**src/rtl/cnt_pkg.sv**
```systemverilog
package cnt_pkg;

    // Number of bits in one cascade stage
    localparam int unsigned NIBBLE_W = 4;

    // What a stage does on the coming edge, in priority order
    typedef enum logic [1:0] {
        ACT_HOLD  = 2'd0,
        ACT_COUNT = 2'd1,
        ACT_LOAD  = 2'd2,
        ACT_CLEAR = 2'd3
    } act_e;

    // Control inputs seen by one stage
    typedef struct packed {
        logic clr_n;
        logic load_n;
        logic en_p;
        logic en_t;
    } ctl_t;

    // Priority: clear, then load, then count, then hold
    function automatic act_e decide(input ctl_t c);
        if (!c.clr_n)
            return ACT_CLEAR;
        else if (!c.load_n)
            return ACT_LOAD;
        else if (c.en_p && c.en_t)
            return ACT_COUNT;
        else
            return ACT_HOLD;
    endfunction

endpackage

```
**src/rtl/stage_ctrl.sv**
```systemverilog
module stage_ctrl
    import cnt_pkg::*;
(
    input  ctl_t ctl,
    input  logic at_top,
    output act_e act,
    output logic rco
);

    always_comb begin
        act = decide(ctl);
    end

    // Carry is qualified only by the T-side enable
    always_comb begin
        rco = at_top & ctl.en_t;
    end

endmodule

```
**src/rtl/count_stage.sv**
```systemverilog
module count_stage
    import cnt_pkg::*;
#(
    parameter int unsigned W = NIBBLE_W
) (
    input  logic         clk,
    input  logic         rst,
    input  ctl_t         ctl,
    input  logic [W-1:0] din,
    output logic [W-1:0] q,
    output logic         rco
);

    localparam logic [W-1:0] ALL_ONES = {W{1'b1}};
    localparam logic [W-1:0] ONE      = W'(1);

    act_e act;
    logic at_top;

    always_comb begin
        at_top = (q == ALL_ONES);
    end

    stage_ctrl u_ctrl (
        .ctl    (ctl),
        .at_top (at_top),
        .act    (act),
        .rco    (rco)
    );

    always_ff @(posedge clk) begin
        if (rst) begin
            q <= '0;
        end else begin
            unique case (act)
                ACT_CLEAR: q <= '0;
                ACT_LOAD:  q <= din;
                ACT_COUNT: q <= q + ONE;
                default:   q <= q;
            endcase
        end
    end

    // clear wins over load and count
    assert_clear_zero_R2: assert property (@(posedge clk) disable iff (rst)
        !ctl.clr_n |=> (q == '0));

    // load takes the data when clear is idle
    assert_load_data_R3: assert property (@(posedge clk) disable iff (rst)
        (ctl.clr_n && !ctl.load_n) |=> (q == $past(din)));

    // count steps by one when both enables are high
    assert_count_step_R4: assert property (@(posedge clk) disable iff (rst)
        (ctl.clr_n && ctl.load_n && ctl.en_p && ctl.en_t) |=> (q == $past(q) + ONE));

    // otherwise the stage holds
    assert_hold_idle_R4: assert property (@(posedge clk) disable iff (rst)
        (ctl.clr_n && ctl.load_n && !(ctl.en_p && ctl.en_t)) |=> $stable(q));

endmodule

```
**src/rtl/cascade_counter.sv**
```systemverilog
module cascade_counter
    import cnt_pkg::*;
#(
    parameter int unsigned STAGES  = 2,
    parameter int unsigned STAGE_W = NIBBLE_W
) (
    input  logic                        clk,
    input  logic                        rst,
    input  logic                        clr_n,
    input  logic                        load_n,
    input  logic                        en_p,
    input  logic                        en_t,
    input  logic [STAGES*STAGE_W-1:0]   load_val,
    output logic [STAGES*STAGE_W-1:0]   count,
    output logic                        carry_out
);

    localparam int unsigned TOTAL_W = STAGES * STAGE_W;

    logic [STAGES-1:0]  rco;
    logic [STAGES-1:0]  t_in;
    logic [STAGE_W-1:0] stage_q [STAGES];

    genvar k;
    generate
        for (k = 0; k < STAGES; k++) begin : g_stage
            ctl_t ctl;

            // The lowest stage takes the block's T enable; higher stages
            // take the carry of the stage beneath them.
            if (k == 0) begin : g_first
                always_comb t_in[k] = en_t;
            end else begin : g_chain
                always_comb t_in[k] = rco[k-1];
            end

            always_comb begin
                ctl.clr_n  = clr_n;
                ctl.load_n = load_n;
                ctl.en_p   = en_p;
                ctl.en_t   = t_in[k];
            end

            count_stage #(.W(STAGE_W)) u_stage (
                .clk (clk),
                .rst (rst),
                .ctl (ctl),
                .din (load_val[k*STAGE_W +: STAGE_W]),
                .q   (stage_q[k]),
                .rco (rco[k])
            );

            always_comb count[k*STAGE_W +: STAGE_W] = stage_q[k];

            if (k > 0) begin : g_chk
                // an upper stage only moves through counting when the
                // stage below carries and the shared enable is high
                assert_cascade_gate_R6: assert property (@(posedge clk) disable iff (rst)
                    (!$past(rst) && $past(clr_n) && $past(load_n)
                     && (stage_q[k] != $past(stage_q[k])))
                    |-> $past(rco[k-1] && en_p));
            end
        end
    endgenerate

    always_comb carry_out = rco[STAGES-1];

    // carry only while the whole count is all ones and en_t is high
    assert_carry_full_R5: assert property (@(posedge clk) disable iff (rst)
        carry_out |-> ((count == {TOTAL_W{1'b1}}) && en_t));

    // reset clears the count on the next edge
    assert_reset_zero_R1: assert property (@(posedge clk)
        rst |=> (count == '0));

endmodule

```
**config.mk**
```make
export PLATFORM = sky130hd
export DESIGN_NAME = cascade_counter
export DESIGN_NICKNAME = d
export VERILOG_FILES = /design/src/rtl/cnt_pkg.sv /design/src/rtl/stage_ctrl.sv /design/src/rtl/count_stage.sv /design/src/rtl/cascade_counter.sv
export SDC_FILE = /design/constraint.sdc
export NUM_CORES = 1
export LEC_CHECK = 0
export BUFFER_PORTS_ARGS = -buffer_cell sky130_fd_sc_hd__buf_4
export CAP_MARGIN = 40
export CORE_MARGIN = 2
export CORE_UTILIZATION = 30
export CTS_BUF_LIST = sky130_fd_sc_hd__clkbuf_4 sky130_fd_sc_hd__clkbuf_8
export DETAILED_ROUTE_END_ITERATION = 16
export PLACE_DENSITY = 0.58
export SLEW_MARGIN = 15
export SYNTH_ARGS = -nofsm -noshare
export SYNTH_HDL_FRONTEND = slang
export SYNTH_SLANG_ARGS = --single-unit
```
**constraint.sdc**
```tcl
create_clock -name clk -period 2.58 [get_ports clk]
set_input_delay 0.516 -clock clk [delete_from_list [all_inputs] [get_ports clk]]
set_output_delay 0.516 -clock clk [all_outputs]
set_load 0.005 [all_outputs]
```
# Word-level counts from Yosys, hierarchy flattened
# Cells that the tools add are included.
[totals]
elab_cells = 26
output_inout_bits = 9
input_bits = 14
ff_bits = 8
[op_classes]
muxes = 8
n_reduce_logical = 4
add_sub_neg = 2
bitwise = 2
n_eq_ne = 8
[op_table]
columns = ["op", "count"]
rows = [
  ["$pmux 4 s3", 2],
  ["$add 4x1->4 const B", 2],
  ["$eq 2x2->1 const B", 4],
  ["$eq 4x4->1 const B", 2],
  ["$mux 2", 4],
  ["$reduce_bool 3->1", 2],
  ["$eq 2x1->1 const B", 2],
  ["$and 1x1->1", 2],
  ["$logic_and 1x1->1", 2],
  ["$mux 1", 2],
]

# Logic depth before layout (Yosys ltp)
[depth]
ltp_word = 8
depth_mapped = 5
depth_no_buf = 5

# Cells and area by module
# A second synthesis with hierarchy kept.
[hier_totals]
cells_unflattened = 72
area_unflattened_um2 = 600.6
[by_module_without_submodules]
columns = ["mod", "seq_area_each_um2", "area_per_inst_um2", "n_inst", "cells_per_inst"]
rows = [
  ["count_stage", 80.1, 281.5, 2, 32],
  ["stage_ctrl", 0.0, 18.8, 2, 4],
]

# Worst setup path after synthesis
# OpenSTA, ideal clock, no wires.
[synth_timing]
path_kind = "register to register"
start = "register g_stage[0].u_stage.q[0]"
end = "register g_stage[1].u_stage.q[0]"
period_less_slack_ns = 1.397
path_stages_with_launch = 6
setup_slack_ns = 1.183
arrival_ns = 1.285
setup_time_ns = 0.112
path_buffers = 0
required_ns = 2.468
cell_sequence = "dfxtp_1 ha_1 nand3_1 nor2_4 xnor2_1 a2111oi_1"
[synth_via]
elab_chain_len = 8
elab_cells_between_ends = 11
classes_between = "4 x eq/ne; 4 x mux; 1 x bitwise; 2 x reduce/logical"
[synth_rtl]
columns = ["item", "line", "rtl"]
rows = [
  ["from (decl)", "count_stage.sv:10", "output logic [W-1:0] q,"],
  ["from (signal assigned)", "count_stage.sv:37", "ACT_LOAD: q <= din;"],
  ["from (signal assigned)", "count_stage.sv:38", "ACT_COUNT: q <= q + ONE;"],
  ["from (signal assigned)", "count_stage.sv:39", "default: q <= q;"],
  ["$eq 4x4->1 *", "count_stage.sv:21", "at_top = (q == ALL_ONES);"],
  ["$and 1x1->1 *", "stage_ctrl.sv:16", "rco = at_top & ctl.en_t;"],
  ["$logic_and 1x1->1 *", "cnt_pkg.sv:28", "else if (c.en_p && c.en_t)"],
  ["$mux 1 *", "cnt_pkg.sv:28", ""],
  ["$mux 2 *", "cnt_pkg.sv:26", "else if (!c.load_n)"],
  ["$mux 2 *", "cnt_pkg.sv:24", "if (!c.clr_n)"],
  ["$eq 2x1->1 or $eq 2x2->1 (tied branches)", "count_stage.sv:35", "unique case (act)"],
  ["$pmux 4 s3 or $reduce_bool 3->1 (tied branches)", "n/a", ""],
  ["to (signal assigned)", "count_stage.sv:37", ""],
  ["to (signal assigned)", "count_stage.sv:38", ""],
  ["to (signal assigned)", "count_stage.sv:39", ""],
  ["to (decl)", "count_stage.sv:10", ""],
]
# Every way passes the cells marked *; elsewhere a longest branch is shown, timed or not.
# A chain may end at the register's enable or synchronous reset.

# Worst setup path in the final report
[layout_timing]
start = "register g_stage[0].u_stage.q[0]"
end = "output port carry_out"
[layout_via]
elab_chain_len = 3
[layout_rtl]
columns = ["item", "line", "rtl"]
rows = [
  ["$eq 4x4->1", "count_stage.sv:21", ""],
  ["$and 1x1->1 (2 in a row)", "stage_ctrl.sv:16", ""],
  ["to (decl)", "cascade_counter.sv:15", "output logic carry_out"],
]
# Every way passes these cells.

==> results.toml <==
[floorplanning]
start_util_pct = 32.9
core_area_sq_mm = 0.00135
io_pins = 23
die_height_um = 42.5
fp.dieArea_sq_mm = 0.00180
die_w_um = 42.5
rows = 13

[clock_tree]
cts.repair.resized = 0
cts_buffers = 3
clkTransAtPathRegs_ns = 0.06
cts_max_path_buffers = 2
htreeDepth = 1
cts_tree = "yes"
insertion_delay_ns = 0.25
cts_hold_buf = 0
root_buffer = "clkbuf_4"
post_cts_buffers = 0
cts_sinks = 8

[sta]
setup_tns_ns = 0
tightest_slew_ns = 0.421
maxSlewHeadroom_pct = 71.9
skew_ns = 0.00711
final_max_slew_viol_count = 0
period_share_pct = 68.5
rsz0062_at_grt = "false"
max_freq_mhz = 566
setup_viol = 0
fin_crit_ns = 1.77
final-hold-violation-count = 0

[synthesis]
postSynthAreaPerCell_sq_um = 8.38
synthFlopType = "dfxtp_1"
netlist_instances = 53
ys_seq_area_share_pct = 36.1
synth_edf_count = 0
async_flop_share_pct = 0
synth_warnings = 0
synth_nets = 69
yosys_register_bits = 8
synth_cell_type_count = 22
synth_area_sq_um = 444

[routing]
dr_wl_met3_um = 52
wl_met1_um = 541
via_per_inst = 4.95
via_count = 455
top_layer_used = "met3"
final_antenna_net_count = 0
met2_length_um = 448
drtPass1Iterations = 4
wire_per_inst_um = 11.3
drc = 0
routed_wl_mm = 1.04
detail_route.iter0.violations = 8

[final_layout]
area_growth_pct = 45.6
final_nets = 95
num_antenna_cells = 0
post-route-util_pct = 47.9
drive_gt1_share_pct = 36.4
top_regs = "g_stage.u_stage.q: 8 flops"
largest_reg_flops = 8
fin_area_sq_um = 647
largest-register = "g_stage.u_stage.q"
fillers = 139

[critical_path]
critPathMaxFanout = 4
arrival_ns = 1.25
startpoint_type = "flip-flop"
critical_path_required_ns = 2.06
path_class = "flip-flop to primary output"
worstSetupEndpointType = "primary output"

[placement]
dpl.hpwl_um = 805
placedInstanceArea_sq_um = 624
io_buffers = 22
place.gp.congestion = 0.682

[global_route]
grt-ovfl-total = 0
antenna_found_initial = 0
grt_pass1_wl_mm = 1.81
first_global_vias = 405
grt_max_degree = 16
track_usage_pct = 13.4

[power_and_ir_drop]
finalPower_uw = 281
peakVddDrop_v = 0.000336
powerDensity_mw_per_mm2 = 434
p_leak_nw = 0.267

[flow_run]
max_cap_violations = 0

[worst_hold_path]
hold_path.class = "primary input to flip-flop"

[run_status]
status = "finished clean"
[final timing paths]
kind                                         from                                    to  slack [ns]  cells past startpoint
min                                           rst  g_stage[1].u_stage.q[0]$_SDFFE_PP0P_        0.43                      2
min reg2reg  g_stage[0].u_stage.q[1]$_SDFFE_PP0P_  g_stage[0].u_stage.q[1]$_SDFFE_PP0P_        0.53                      2
max          g_stage[0].u_stage.q[0]$_SDFFE_PP0P_                             carry_out        0.81                      4
max reg2reg  g_stage[0].u_stage.q[0]$_SDFFE_PP0P_  g_stage[1].u_stage.q[0]$_SDFFE_PP0P_        1.10                      5
[final cells by class]
| type | count | area [sq um] | share of cell area [%] |
|---|---|---|---|
| timing repair buffer | 22 | 165 | 25.5 |
| sequential | 8 | 160 | 24.8 |
| inverter | 1 | 3.75 | 0.580 |
| tap | 15 | 18.8 | 2.90 |
| clock buffer | 3 | 22.5 | 3.48 |
| multi-input combinational | 43 | 277 | 42.7 |
[worst max-delay path, cell delays in order (launching register included)]
cell,delay [ns]
dfxtp_1,0.39
ha_1,0.23
nand4_1,0.13
nor2_1,0.14
buf_4,0.12
[cell usage after synthesis (2+ instances only)]
cell | instances | area [sq um]
ha_1 | 2 | 25.0
o21ai_0 | 6 | 30.0
o221ai_1 | 2 | 17.5
a211oi_1 | 2 | 15.0
nor2_1 | 7 | 26.3
dfxtp_1 | 8 | 160
nor3_1 | 2 | 10.0
nand4_1 | 3 | 18.8
xnor2_1 | 2 | 17.5
nand3_1 | 3 | 15.0
a21oi_1 | 5 | 25.0
[routing by layer]
metal	global-route usage, %	vias to the layer above
li1	-	254
met1	16.4	188
met2	20.6	13
met3	5.60	0
met4	5.63	0
met5	0	-
[cells by family (layout without fill, tap and decap cells)]
logic type / after synthesis / after routing / share of synthesized area [%]
and+or+nand+nor: 19 / 19 / 22.8
AOI/OAI and AO/OA: 18 / 18 / 25.6
DFF: 8 / 8 / 36.1
xor gates and xnor gates: 3 / 3 / 5.92
adders and majority gates: 2 / 2 / 5.63
buffers and inverters: 2 / 26 / 1.69
muxes: 1 / 1 / 2.25
[power by group]
part	switching (mW)	internal (mW)	leakage [nW]	total (mW)
clock	0.0417	0.0532	0.0138	0.0949
sequential	0.00794	0.130	0.0656	0.138
combinational	0.0199	0.0286	0.187	0.0484
total	0.0695	0.211	0.267	0.281
[placed cells by master (no fill, tap or decap), drive strengths merged]
| master | n |
|---|---|
| buf | 22 |
| o221ai | 2 |
| a21oi | 5 |
| nand4 | 3 |
| clkbuf | 3 |
| a21o | 1 |
| nand3 | 4 |
| nand2b | 1 |
| ha | 2 |
| nand2 | 1 |
| xor2 | 1 |
| nor2 | 8 |
| mux2i | 1 |
| dfxtp | 8 |
| nor3 | 2 |
| o21ai | 6 |
| a31o | 1 |
| xnor2 | 2 |
| a2111oi | 1 |
| a211oi | 2 |
| inv | 1 |
[through the flow]
step                      setup slack (ns)  std cells  hold slack (ns)
after global routing                 0.679         92            0.422
after global placement                1.02         89            0.517
after CTS                            0.784         92            0.424
after detailed placement             0.990         89            0.526
after floorplan                       1.18         53            0.502
final                                0.812         92            0.429
(Power assumes the default switching activity.)
